==> config.mk <==
export PLATFORM = sky130hd
export DESIGN_NAME = gpio_edge_ctrl
export DESIGN_NICKNAME = d
export VERILOG_FILES = /design/src/rtl/gpio_edge_pkg.sv /design/src/rtl/gpio_in_sync.sv /design/src/rtl/gpio_edge_status.sv /design/src/rtl/gpio_irq_fold.sv /design/src/rtl/gpio_edge_ctrl.sv
export SDC_FILE = /design/constraint.sdc
export NUM_CORES = 1
export LEC_CHECK = 0
export ABC_AREA = 1
export BUFFER_PORTS_ARGS = -buffer_cell sky130_fd_sc_hd__clkbuf_2
export CORE_MARGIN = 5
export CORE_UTILIZATION = 61
export CTS_CLUSTER_SIZE = 10
export DETAILED_ROUTE_END_ITERATION = 10
export PLACE_DENSITY_LB_ADDON = 0.15
export REMOVE_ABC_BUFFERS = 1
export SETUP_SLACK_MARGIN = 0.05
export SLEW_MARGIN = 20
export SYNTH_ARGS = -nofsm -noshare
export SYNTH_HDL_FRONTEND = slang
export SYNTH_SLANG_ARGS = --single-unit
==> constraint.sdc <==
create_clock -name clk -period 2.4 [get_ports clk]
set_input_delay 0.12 -clock clk [delete_from_list [all_inputs] [get_ports clk]]
set_output_delay 0.12 -clock clk [all_outputs]
set_load 0.005 [all_outputs]
==> src/rtl/gpio_edge_pkg.sv <==
package gpio_edge_pkg;
  localparam int BUS_W = 32;

  typedef enum logic [2:0] {
    REG_LEVEL = 3'd0,
    REG_DIR   = 3'd1,
    REG_SET   = 3'd2,
    REG_CLR   = 3'd3,
    REG_RISE  = 3'd4,
    REG_FALL  = 3'd5,
    REG_EVT   = 3'd6,
    REG_ALT   = 3'd7
  } gpio_reg_e;
endpackage

==> src/rtl/gpio_in_sync.sv <==
module gpio_in_sync #(
  parameter int W = 28
) (
  input  logic         clk,
  input  logic         rst_n,
  input  logic [W-1:0] raw_in,
  output logic [W-1:0] sync_q,
  output logic [W-1:0] prev_q
);
  logic [W-1:0] meta_q;

  always_ff @(posedge clk or negedge rst_n) begin
    if (!rst_n) begin
      meta_q <= '0;
      sync_q <= '0;
      prev_q <= '0;
    end else begin
      meta_q <= raw_in;
      sync_q <= meta_q;
      prev_q <= sync_q;
    end
  end
endmodule

==> src/rtl/gpio_edge_status.sv <==
module gpio_edge_status #(
  parameter int W = 28
) (
  input  logic         clk,
  input  logic         rst_n,
  input  logic [W-1:0] cur,
  input  logic [W-1:0] prev,
  input  logic [W-1:0] rise_en,
  input  logic [W-1:0] fall_en,
  input  logic [W-1:0] clr_mask,
  output logic [W-1:0] edge_hit,
  output logic [W-1:0] status_q
);
  function automatic logic [W-1:0] find_edges(input logic [W-1:0] c, p, r, f);
    return (c & ~p & r) | (~c & p & f);
  endfunction

  function automatic logic [W-1:0] sticky_next(input logic [W-1:0] old, clr, hit);
    return (old & ~clr) | hit;
  endfunction

  assign edge_hit = find_edges(cur, prev, rise_en, fall_en);

  always_ff @(posedge clk or negedge rst_n) begin
    if (!rst_n) status_q <= '0;
    else        status_q <= sticky_next(status_q, clr_mask, edge_hit);
  end

  // every detected edge lands in its status bit, clear or not
  assert_edge_latched_R10: assert property (@(posedge clk) disable iff (!rst_n)
    (|edge_hit) |=> ((status_q & $past(edge_hit)) == $past(edge_hit)));

  // set bits not named by a clear stay set
  assert_sticky_hold_R9: assert property (@(posedge clk) disable iff (!rst_n)
    (|(status_q & ~clr_mask)) |=>
      ((status_q & $past(status_q & ~clr_mask)) == $past(status_q & ~clr_mask)));

  // no bit rises without an enabled edge
  assert_no_spurious_R8: assert property (@(posedge clk) disable iff (!rst_n)
    1'b1 |=> ((status_q & ~$past(status_q) & ~$past(edge_hit)) == '0));
endmodule

==> src/rtl/gpio_irq_fold.sv <==
module gpio_irq_fold #(
  parameter int W       = 28,
  parameter int NDIRECT = 11
) (
  input  logic [W-1:0]       status,
  output logic [NDIRECT-1:0] irq_pin,
  output logic               irq_shared
);
  localparam int NSHARED = W - NDIRECT;

  for (genvar i = 0; i < NDIRECT; i++) begin : g_direct
    assign irq_pin[i] = status[i];
  end

  if (NSHARED > 0) begin : g_shared
    assign irq_shared = |status[W-1:NDIRECT];
  end else begin : g_noshared
    assign irq_shared = 1'b0;
  end
endmodule

==> src/rtl/gpio_edge_ctrl.sv <==
module gpio_edge_ctrl
  import gpio_edge_pkg::*;
#(
  parameter int NPIN    = 28,
  parameter int NDIRECT = 11
) (
  input  logic               clk,
  input  logic               rst_n,
  input  logic               bus_sel,
  input  logic               bus_wr,
  input  logic [2:0]         bus_addr,
  input  logic [BUS_W-1:0]   bus_wdata,
  output logic [BUS_W-1:0]   bus_rdata,
  input  logic [NPIN-1:0]    pin_in,
  output logic [NPIN-1:0]    pin_out,
  output logic [NPIN-1:0]    pin_oe,
  output logic [NDIRECT-1:0] irq_pin,
  output logic               irq_shared
);
  localparam int PAD = BUS_W - NPIN;

  function automatic logic [BUS_W-1:0] widen(input logic [NPIN-1:0] v);
    return {{PAD{1'b0}}, v};
  endfunction

  function automatic logic [NPIN-1:0] latch_next(input logic [NPIN-1:0] old, s, c);
    return (old | s) & ~c;
  endfunction

  logic [NPIN-1:0]  dir_q, out_q, rise_q, fall_q;
  logic [BUS_W-1:0] alt_q;
  logic [NPIN-1:0]  pin_sync, pin_prev, edge_hit, evt_q;
  logic [NPIN-1:0]  wd_pins, set_mask, clr_mask, evt_clr;
  logic             wr_en;
  gpio_reg_e        reg_sel;

  assign reg_sel  = gpio_reg_e'(bus_addr);
  assign wr_en    = bus_sel && bus_wr;
  assign wd_pins  = bus_wdata[NPIN-1:0];
  assign set_mask = (wr_en && reg_sel == REG_SET) ? wd_pins : '0;
  assign clr_mask = (wr_en && reg_sel == REG_CLR) ? wd_pins : '0;
  assign evt_clr  = (wr_en && reg_sel == REG_EVT) ? wd_pins : '0;

  always_ff @(posedge clk or negedge rst_n) begin
    if (!rst_n) begin
      dir_q  <= '0;
      out_q  <= '0;
      rise_q <= '0;
      fall_q <= '0;
      alt_q  <= '0;
    end else begin
      out_q <= latch_next(out_q, set_mask, clr_mask);
      if (wr_en) begin
        case (reg_sel)
          REG_DIR:  dir_q  <= wd_pins;
          REG_RISE: rise_q <= wd_pins;
          REG_FALL: fall_q <= wd_pins;
          REG_ALT:  alt_q  <= bus_wdata;
          default: ;
        endcase
      end
    end
  end

  gpio_in_sync #(.W(NPIN)) u_sync (
    .clk(clk), .rst_n(rst_n), .raw_in(pin_in),
    .sync_q(pin_sync), .prev_q(pin_prev)
  );

  gpio_edge_status #(.W(NPIN)) u_status (
    .clk(clk), .rst_n(rst_n), .cur(pin_sync), .prev(pin_prev),
    .rise_en(rise_q), .fall_en(fall_q), .clr_mask(evt_clr),
    .edge_hit(edge_hit), .status_q(evt_q)
  );

  gpio_irq_fold #(.W(NPIN), .NDIRECT(NDIRECT)) u_irq (
    .status(evt_q), .irq_pin(irq_pin), .irq_shared(irq_shared)
  );

  always_comb begin
    case (reg_sel)
      REG_LEVEL: bus_rdata = widen(pin_sync);
      REG_DIR:   bus_rdata = widen(dir_q);
      REG_RISE:  bus_rdata = widen(rise_q);
      REG_FALL:  bus_rdata = widen(fall_q);
      REG_EVT:   bus_rdata = widen(evt_q);
      REG_ALT:   bus_rdata = alt_q;
      default:   bus_rdata = '0;
    endcase
  end

  assign pin_out = out_q;
  assign pin_oe  = dir_q;

  // after a set-port write the named bits are high
  assert_set_port_R3: assert property (@(posedge clk) disable iff (!rst_n)
    (wr_en && reg_sel == REG_SET) |=> ((pin_out & $past(wd_pins)) == $past(wd_pins)));

  // after a clear-port write the named bits are low
  assert_clr_port_R4: assert property (@(posedge clk) disable iff (!rst_n)
    (wr_en && reg_sel == REG_CLR) |=> ((pin_out & $past(wd_pins)) == '0));

  // a write to the alternate-function word leaves the pins alone
  assert_alt_inert_R12: assert property (@(posedge clk) disable iff (!rst_n)
    (wr_en && reg_sel == REG_ALT) |=> ($stable(pin_out) && $stable(pin_oe)));

  // leaving reset, the pins are inputs and the latch is low
  assert_reset_state_R1: assert property (@(posedge clk) disable iff (!rst_n)
    $rose(rst_n) |-> (pin_oe == '0 && pin_out == '0 && evt_q == '0));
endmodule

Yosys cells after proc, flatten, opt, wreduce, memory -nomap -nowiden
Cells that the tools add are included.
{ "totals": {"register_bits": 256, "input_bits": 67} }
{ "op_classes": {"eq_ne": 7, "mux": 4, "bitwise_logic": 13, "n_reduce_logical": 10} }
{ "op_table": {"columns": ["op", "n"], "rows": [
  ["$pmux 32 s6", 1],
  ["$and 28x28->28", 6],
  ["$not 28->28", 4],
  ["$mux 28", 3],
  ["$or 28x28->28", 3],
  ["$reduce_or 17->1", 1],
  ["$eq 3x3->1 const B", 4],
  ["$reduce_and 2->1", 4],
  ["$eq 3x2->1 const B", 2],
  ["$logic_and 1x1->1", 4],
  ["$eq 3x1->1 const B", 1],
  ["$logic_not 3->1", 1]
]} }

Logic depth before layout (Yosys ltp)
Gate-level depths: netlist of the first run.
{ "depth": {"depth_word": 6, "depth_mapped": 8, "depth_no_buf": 6} }

By module
From an unflattened synthesis of the first run, not the netlist that was laid out.
{ "hier_totals": {"cells_unflattened": 1371, "hier_area_um2": 11433.5} }
{ "modules_own_cells": {"columns": ["module", "n_inst", "cells_per_inst", "area_each_um2", "seq_area_each_um2"], "rows": [
  ["gpio_edge_ctrl", 1, 1010, 7544.7, 3603.5],
  ["gpio_in_sync", 1, 84, 2102.0, 2102.0],
  ["gpio_edge_status", 1, 252, 1646.6, 700.7],
  ["gpio_irq_fold", 1, 25, 140.1, 0.0]
]} }

Worst setup path before layout of the first run
OpenSTA, ideal clock, no wires.
{ "synth_path": {"path_type": "input to output", "from": "in bus_addr[1]", "to": "out bus_rdata[0]", "arrival_time_ps": 1001, "required_time_ps": 2280, "setup_slack_ps": 1279, "path_stages": 8, "path_buffers": 3, "cell_sequence": "buf_4 -> nor2_2 -> buf_2 -> buf_2 -> nand3_1 -> o21ai_0 -> inv_1 -> nand2_1"} }
{ "synth_between": {"elab_chain_len": 2} }
{ "synth_rtl": {"columns": ["item", "line", "rtl"], "rows": [
  ["start: declaration", "gpio_edge_ctrl.sv:11", "input logic [2:0] bus_addr,"],
  ["$eq 3x3->1 (tied with other cells)", "gpio_edge_ctrl.sv:81", "case (reg_sel)"],
  ["$pmux 32 s6 *", "gpio_edge_ctrl.sv:81", null],
  ["end: declaration", "gpio_edge_ctrl.sv:13", "output logic [BUS_W-1:0] bus_rdata,"]
]} }
Every way passes the cells marked *; elsewhere a longest branch is shown, timed or not.

Final worst setup path of the first run
{ "layout_path": {"from": "in bus_addr[1]", "to": "out bus_rdata[7]"} }
Same word-level chain as after synthesis.

==> results_dict.tcl, run 1 <==
set metrics [dict create \
    worst-path-max-fanout 15 \
    largest_register_ff_count 32 \
    final_number_of_hold_violating_endpoints 0 \
    synth_top_area_share_pct 57.1 \
    post_cts_resized 0 \
    synth_top_cell_by_area "sky130_fd_sc_hd__dfrtp_1" \
    drc 0 \
    run_status "completed" \
    final.period_utilization_pct 78.9 \
    yosys.cell_types.count 21 \
    htree_levels 1 \
    power_frac_seq_pct 49.6 \
    top_level_ports 167 \
    seq_area_frac_synth_pct 57.1 \
    min-delay-path-class "in -> async" \
    io_buffer_count 166 \
    power.switching_mw 3.04 \
    cp_data_arrival_time_ps 1770 \
    synth_cells 1357 \
    ff2ff_setup_slack_ps 1550 \
    syn-mean-instance-area_um2 8.26 \
    number_of_global_route_vias_before_repair 10200 \
    power_density_nw_per_um2 796 \
    clkLatencyLatePin_ps 530 \
    number_of_antenna_violations_at_the_first_check_in_global_routing 0 \
    routed_wl_mm 32.1 \
    vdd_drop_max_uv 705 \
    crit_type "in -> out" \
    floorplan.core_area_um2 18000 \
    drt_first_iter_violations 841 \
    drt-vias-per-instance 5.69 \
    cts_hold_repair_buffers 61 \
    route.antenna.remaining_nets 0 \
    synthFlopType "sky130_fd_sc_hd__dfrtp_1" \
    die_height_um 146 \
    ys_top_cells_by_area "sky130_fd_sc_hd__dfrtp_1, sky130_fd_sc_hd__nand2_1, sky130_fd_sc_hd__o21ai_0" \
    layout-drive-gt1-share_pct 15.8 \
    timing.clock.skew_ps 5.41 \
    top_register "alt_q" \
    fin_nets 1627 \
    grt_first_pass_wirelength_mm 52.5 \
    clock-root-buffer "sky130_fd_sc_hd__clkbuf_16" \
    floorplan.die_area_um2 21200 \
    chipWidth_um 146 \
    max-clock-path-buffers 3 \
    cts_tree "done" \
    critPathRequiredTime_ps 2280 \
    global_route.usage.total_pct 30.0 \
    floorplan.rows 49 \
    grt_remaining_overflow 0 \
    total_power_mw 10.8 \
    max_slew.worst_pin.slew_ps 711 \
    cts.sink_count 256 \
    share_comb_of_total_power_pct 16.0 \
    p_int_mw 7.80 \
    max-slew-margin-rel_pct 52.6 \
    cts_post_setup_buffers_inserted 0 \
    worstSetupStartpointType "input pin" \
    rsz0062_at_grt "false" \
    area_added_between_synthesis_and_finish_pct 21.4 \
    power.share.clock_pct 34.4 \
    drt-wirelength-per-cell_um 17.9 \
    post-route-min-period_ps 1890 \
    synth_async_sr_flop_share_pct 100 \
    finalInstanceArea_um2 13600 \
    cts_buffers 29 \
    drt_pre_antenna_iters 7 \
    place_congestion 0.881 \
    synth_enable_flop_cells 0 \
    start_util_pct 62.2 \
    drv_cap 0 \
    cellLeakagePower_nw 6.86 \
    dpl_cell_area_um2 12300 \
    synth_warnings 0 \
    synth_area_um2 11200 \
    setup-violations-final 0 \
    critical_path.endpoint_type "primary output" \
    path_clk_slew_ps 50 \
    switching_share_pct 28.0 \
    routed-via-count 10200 \
    slew_viol_final 0 \
    fmaxAchievable_ghz 0.528 \
    dp_hpwl_mm 19.6 \
    synth-seq-cells 256 \
    antenna_cells_inserted 0 \
    pin_count_of_the_biggest_net_entering_global_routing 87 \
]
power by group through the flow:
| stage | Combinational [mW] | Clock [mW] | Sequential, mW |
|---|---|---|---|
| 2_1_floorplan | 0.782 | 0 | 5.35 |
| 3_3_place_gp | 1.58 | 0 | 5.41 |
| 3_5_place_dp | 1.64 | 0 | 5.42 |
| 4_1_cts | 1.73 | 3.76 | 5.36 |
| 5_1_grt | 1.97 | 3.94 | 5.45 |
| 6_report | 1.73 | 3.73 | 5.38 |
layout make-up:
type | instances | area (µm²)
Sequential cell | 256 | 6410
Timing Repair Buffer | 263 | 1800
Tap cell | 229 | 287
Fill cell | 1306 | 4410
Inverter | 96 | 363
Clock buffer | 32 | 747
Multi-Input combinational cell | 914 | 4010
worst paths after layout:
check                                                  endpoint                        from  depth (start not counted)
worst min register to register       u_sync.sync_q[1]$_DFF_PN0_  u_sync.meta_q[1]$_DFF_PN0_                          0
min in group clk                     u_sync.meta_q[4]$_DFF_PN0_                   pin_in[4]                          2
max in group asynchronous        u_status.status_q[1]$_DFF_PN0_                       rst_n                          3
worst min-delay path                      pin_out[24]$_DFF_PN0_                       rst_n                          2
worst max-delay path                               bus_rdata[7]                 bus_addr[1]                          8
worst max register to register  u_status.status_q[14]$_DFF_PN0_      fall_q[14]$_DFFE_PN0P_                          4
metal layers:
layer	track usage [%]	wire length (µm)	share of wire, %
met1	40.4	12800	40
met2	50.1	15400	48
met3	5.45	2940	9.2
met4	9.56	915	2.9
met5	0	0	0
per-stage QoR:
step	util (%)	hold slack, ps	setup slack [ps]	setup TNS [ps]	std cells
final	75.5	195	506	0	1790
after global routing	75.5	234	334	0	1790
after global placement	68.0	193	549	0	1697
after CTS	75.5	217	493	0	1790
after floorplan	-	-176	-1370	-69470	1266
after detailed placement	68.0	181	464	0	1697
layout by cell type, fill, tap and decap left out:
master and n:
sky130_fd_sc_hd__a21oi_1 23, sky130_fd_sc_hd__dfrtp_1 256, sky130_fd_sc_hd__nor3_1 1, sky130_fd_sc_hd__inv_2 1, sky130_fd_sc_hd__inv_4 1, sky130_fd_sc_hd__nor2_4 6, sky130_fd_sc_hd__nand2_2 1, sky130_fd_sc_hd__o21ai_1 32
sky130_fd_sc_hd__nand4_1 72, sky130_fd_sc_hd__o21ai_0 109, sky130_fd_sc_hd__buf_4 31, sky130_fd_sc_hd__nor2_1 111, sky130_fd_sc_hd__clkbuf_16 29, sky130_fd_sc_hd__or2_2 1, sky130_fd_sc_hd__nand3_1 90, sky130_fd_sc_hd__buf_8 1
sky130_fd_sc_hd__nand2_1 463, sky130_fd_sc_hd__clkbuf_2 164, sky130_fd_sc_hd__nand3_2 4, sky130_fd_sc_hd__clkbuf_8 1, sky130_fd_sc_hd__nor3_2 1, sky130_fd_sc_hd__clkbuf_1 2, sky130_fd_sc_hd__inv_1 94, sky130_fd_sc_hd__dlygate4sd3_1 61
sky130_fd_sc_hd__buf_12 6
synthesized netlist by cell type (2+ instances only):
| cell type | count |
|---|---|
| sky130_fd_sc_hd__nand2_1 | 463 |
| sky130_fd_sc_hd__dfrtp_1 | 256 |
| sky130_fd_sc_hd__nor2_1 | 113 |
| sky130_fd_sc_hd__o21ai_0 | 109 |
| sky130_fd_sc_hd__inv_1 | 94 |
| sky130_fd_sc_hd__nand3_1 | 93 |
| sky130_fd_sc_hd__nand4_1 | 72 |
| sky130_fd_sc_hd__buf_2 | 49 |
| sky130_fd_sc_hd__o21ai_1 | 32 |
| sky130_fd_sc_hd__a21oi_1 | 23 |
| sky130_fd_sc_hd__clkbuf_1 | 21 |
| sky130_fd_sc_hd__buf_4 | 19 |
| sky130_fd_sc_hd__buf_1 | 2 |
| sky130_fd_sc_hd__nor2_2 | 2 |
| sky130_fd_sc_hd__nor2_4 | 2 |
| sky130_fd_sc_hd__nor3_1 | 2 |
logic make-up (layout without fill, tap and decap cells):
logic type      count (synthesis)  count (layout)  synth area share (%)
simple gates                  750             750                  28.1
buf+inv                       187             391                  7.47
flops                         256             256                  57.1
compound gates                164             164                  7.32
worst max-delay path: stages:
cell and delay [ps]:
sky130_fd_sc_hd__clkbuf_2 250, sky130_fd_sc_hd__inv_4 260, sky130_fd_sc_hd__nand3_2 370, sky130_fd_sc_hd__buf_4 340
sky130_fd_sc_hd__o21ai_0 160, sky130_fd_sc_hd__inv_1 60, sky130_fd_sc_hd__nand2_1 80, sky130_fd_sc_hd__clkbuf_2 120
(Power assumes the default switching activity.)
==> run 2, diff against run 1 <==
--- a/config.mk
+++ b/config.mk
@@ -8,7 +8,7 @@
 export ABC_AREA = 1
 export BUFFER_PORTS_ARGS = -buffer_cell sky130_fd_sc_hd__clkbuf_2
 export CORE_MARGIN = 5
-export CORE_UTILIZATION = 61
+export CORE_UTILIZATION = 57
 export CTS_CLUSTER_SIZE = 10
 export DETAILED_ROUTE_END_ITERATION = 10
 export PLACE_DENSITY_LB_ADDON = 0.15
==> constraint.sdc (replaced) <==
create_clock -name clk -period 1.75 [get_ports clk]
set_input_delay 0.0875 -clock clk [delete_from_list [all_inputs] [get_ports clk]]
set_output_delay 0.0875 -clock clk [all_outputs]
set_load 0.005 [all_outputs]
==> run 2 against run 1 <==
  * Clock power is 37% higher
  * Sequential cell count stayed put
  * Register-to-register slack worse by 700 ps
  * Combinational power is 38% higher
  * Wire length is 0.95% lower
  * Global-route usage is 1.4 points lower
  * Critical path type is now reg -> out
  * Largest cell class unchanged
==> results_dict.tcl, run 2 (same netlist as run 1, synthesis figures left out) <==
set metrics [dict create \
    run_status "completed" \
    floorplan.rows 51 \
    path_clk_slew_ps 60 \
    layout_commonest_cell "sky130_fd_sc_hd__nand2_1" \
    layout-drive-gt1-share_pct 17.1 \
    setup-violations-final 0 \
    drt-wirelength-per-cell_um 17.2 \
    wl_met3_mm 2.78 \
    drt-vias-per-instance 5.48 \
    slew_viol_final 0 \
    cts_tree "done" \
    timing.clock.skew_ps 6.74 \
    place_congestion 0.844 \
    cp_data_arrival_time_ps 1550 \
    instances_no_fill 1842 \
    largest_register_ff_count 32 \
    routed-via-count 10100 \
    dp.cells 1745 \
    max-clock-path-buffers 3 \
    floorplan.die_area_um2 22600 \
    final_core_util_pct 71.2 \
    clkLatencyLatePin_ps 530 \
    top_register "alt_q" \
    topRoutingLayerUsed "met4" \
    power_density_nw_per_um2 1070 \
    drv_cap 0 \
    post-route-min-period_ps 1640 \
    finalInstanceArea_um2 13800 \
    vdd_drop_max_uv 831 \
    critPathRequiredTime_ps 1660 \
    fmaxAchievable_ghz 0.611 \
    final-seq-area_um2 6410 \
    route.layer.met1.wl_mm 13.2 \
    grt_first_pass_wirelength_mm 51.4 \
    io_buffer_count 166 \
    min-delay-path-class "in -> async" \
    drc 0 \
    start_util_pct 57.8 \
    global_route.usage.total_pct 28.7 \
    dpl_cell_area_um2 12400 \
    max_slew.worst_pin.slew_ps 457 \
    multi_input_comb_area_um2 4040 \
    critical_path.endpoint_type "primary output" \
    grt_remaining_overflow 0 \
    antenna_cells_inserted 0 \
    worstSetupStartpointType "register" \
    worst-path-max-fanout 3 \
    worst_path_setup_slack_after_routing_ps 114 \
    chipWidth_um 150 \
    die_height_um 150 \
    dp_hpwl_mm 19.7 \
    pin_count_of_the_biggest_net_entering_global_routing 72 \
    met2_length_mm 15.1 \
    drt_pre_antenna_iters 5 \
    drt_first_iter_violations 860 \
    ff2ff_setup_slack_ps 850 \
    number_of_global_route_vias_before_repair 9778 \
    final.period_utilization_pct 93.5 \
    final_cell_mix "sky130_fd_sc_hd__nand2_1, sky130_fd_sc_hd__dfrtp_1, sky130_fd_sc_hd__clkbuf_2" \
    area_added_between_synthesis_and_finish_pct 23.3 \
    number_of_antenna_violations_at_the_first_check_in_global_routing 0 \
    cellLeakagePower_nw 6.94 \
    crit_type "reg -> out" \
    clock-root-buffer "sky130_fd_sc_hd__clkbuf_16" \
    routed_wl_mm 31.8 \
    rsz0062_at_grt "false" \
    final.fill_count 1530 \
    dp_slack_ps 334 \
    fin_tns_setup_ps 0 \
    max-slew-margin-rel_pct 69.5 \
    top_level_ports 167 \
    floorplan.core_area_um2 19400 \
    cts_buffers 29 \
    final_number_of_hold_violating_endpoints 0 \
    route.antenna.remaining_nets 0 \
    cts.sink_count 256 \
    htree_levels 1 \
    fin_nets 1641 \
]
## run 2: cell types whose count changed in the layout (fill, tap and decap cells not counted), sizes merged
cell	previous run	this run
inv	96	97
buf	38	53
## run 2: power breakdown
| group | leakage, nW | switching (mW) | internal, mW |
|---|---|---|---|
| clock network | 0.367 | 2.17 | 2.92 |
| logic | 3.55 | 1.42 | 0.971 |
| registers | 3.02 | 0.546 | 6.81 |
| total | 6.94 | 4.14 | 10.7 |
## run 2: path summary, 6_finish.rpt
path,from,to,depth (start not counted)
worst min register to register,u_sync.meta_q[3]$_DFF_PN0_,u_sync.sync_q[3]$_DFF_PN0_,0
worst max-delay path,u_status.status_q[12]$_DFF_PN0_,irq_shared,4
worst min-delay path,rst_n,u_sync.meta_q[24]$_DFF_PN0_,2
max in group asynchronous,rst_n,u_sync.sync_q[9]$_DFF_PN0_,3
worst max register to register,u_sync.sync_q[19]$_DFF_PN0_,u_status.status_q[19]$_DFF_PN0_,4
min in group clk,bus_wr,fall_q[15]$_DFFE_PN0P_,4
## run 2: critical path: stages, from the launching register on
cell,delay [ps]
sky130_fd_sc_hd__dfrtp_1,390
sky130_fd_sc_hd__or2_2,310
sky130_fd_sc_hd__nor2_2,90
sky130_fd_sc_hd__nand3_2,90
sky130_fd_sc_hd__buf_2,150
## run 2: final cells by class
cell class	instances	area share (%)
Clock buffer	33	5.36
Clock inverter	1	0.0634
Inverter	96	2.63
Multi-Input combinational cell	914	29.2
Sequential cell	256	46.4
Tap cell	265	2.40
Timing Repair Buffer	277	14.0
## run 2: stage by stage
stage | hold slack, ps | total power [mW]
after detailed placement | 18.0 | 9.70
after global placement | 16.4 | 9.61
after global routing | 80.1 | 15.6
after CTS | 62.7 | 14.9
after floorplan | -208 | 8.41
final | 65.1 | 14.8
## run 2: routing by layer
layer  track usage [%]  vias to the layer above
met2              47.0                      432
met5                 0                        -
li1                  -                     4774
met3              5.42                       60
met4              7.78                        0
met1              39.6                     4836
## run 2: timing repair
| action | CTS | global route |
|---|---|---|
| hold buffers | 61 | 0 |
| endpoints found under the setup margin | 0 | 1 |
| resized for setup | 0 | 10 |
| hold endpoints to repair | 456 | 0 |
| buffers inserted | 0 | 2 |
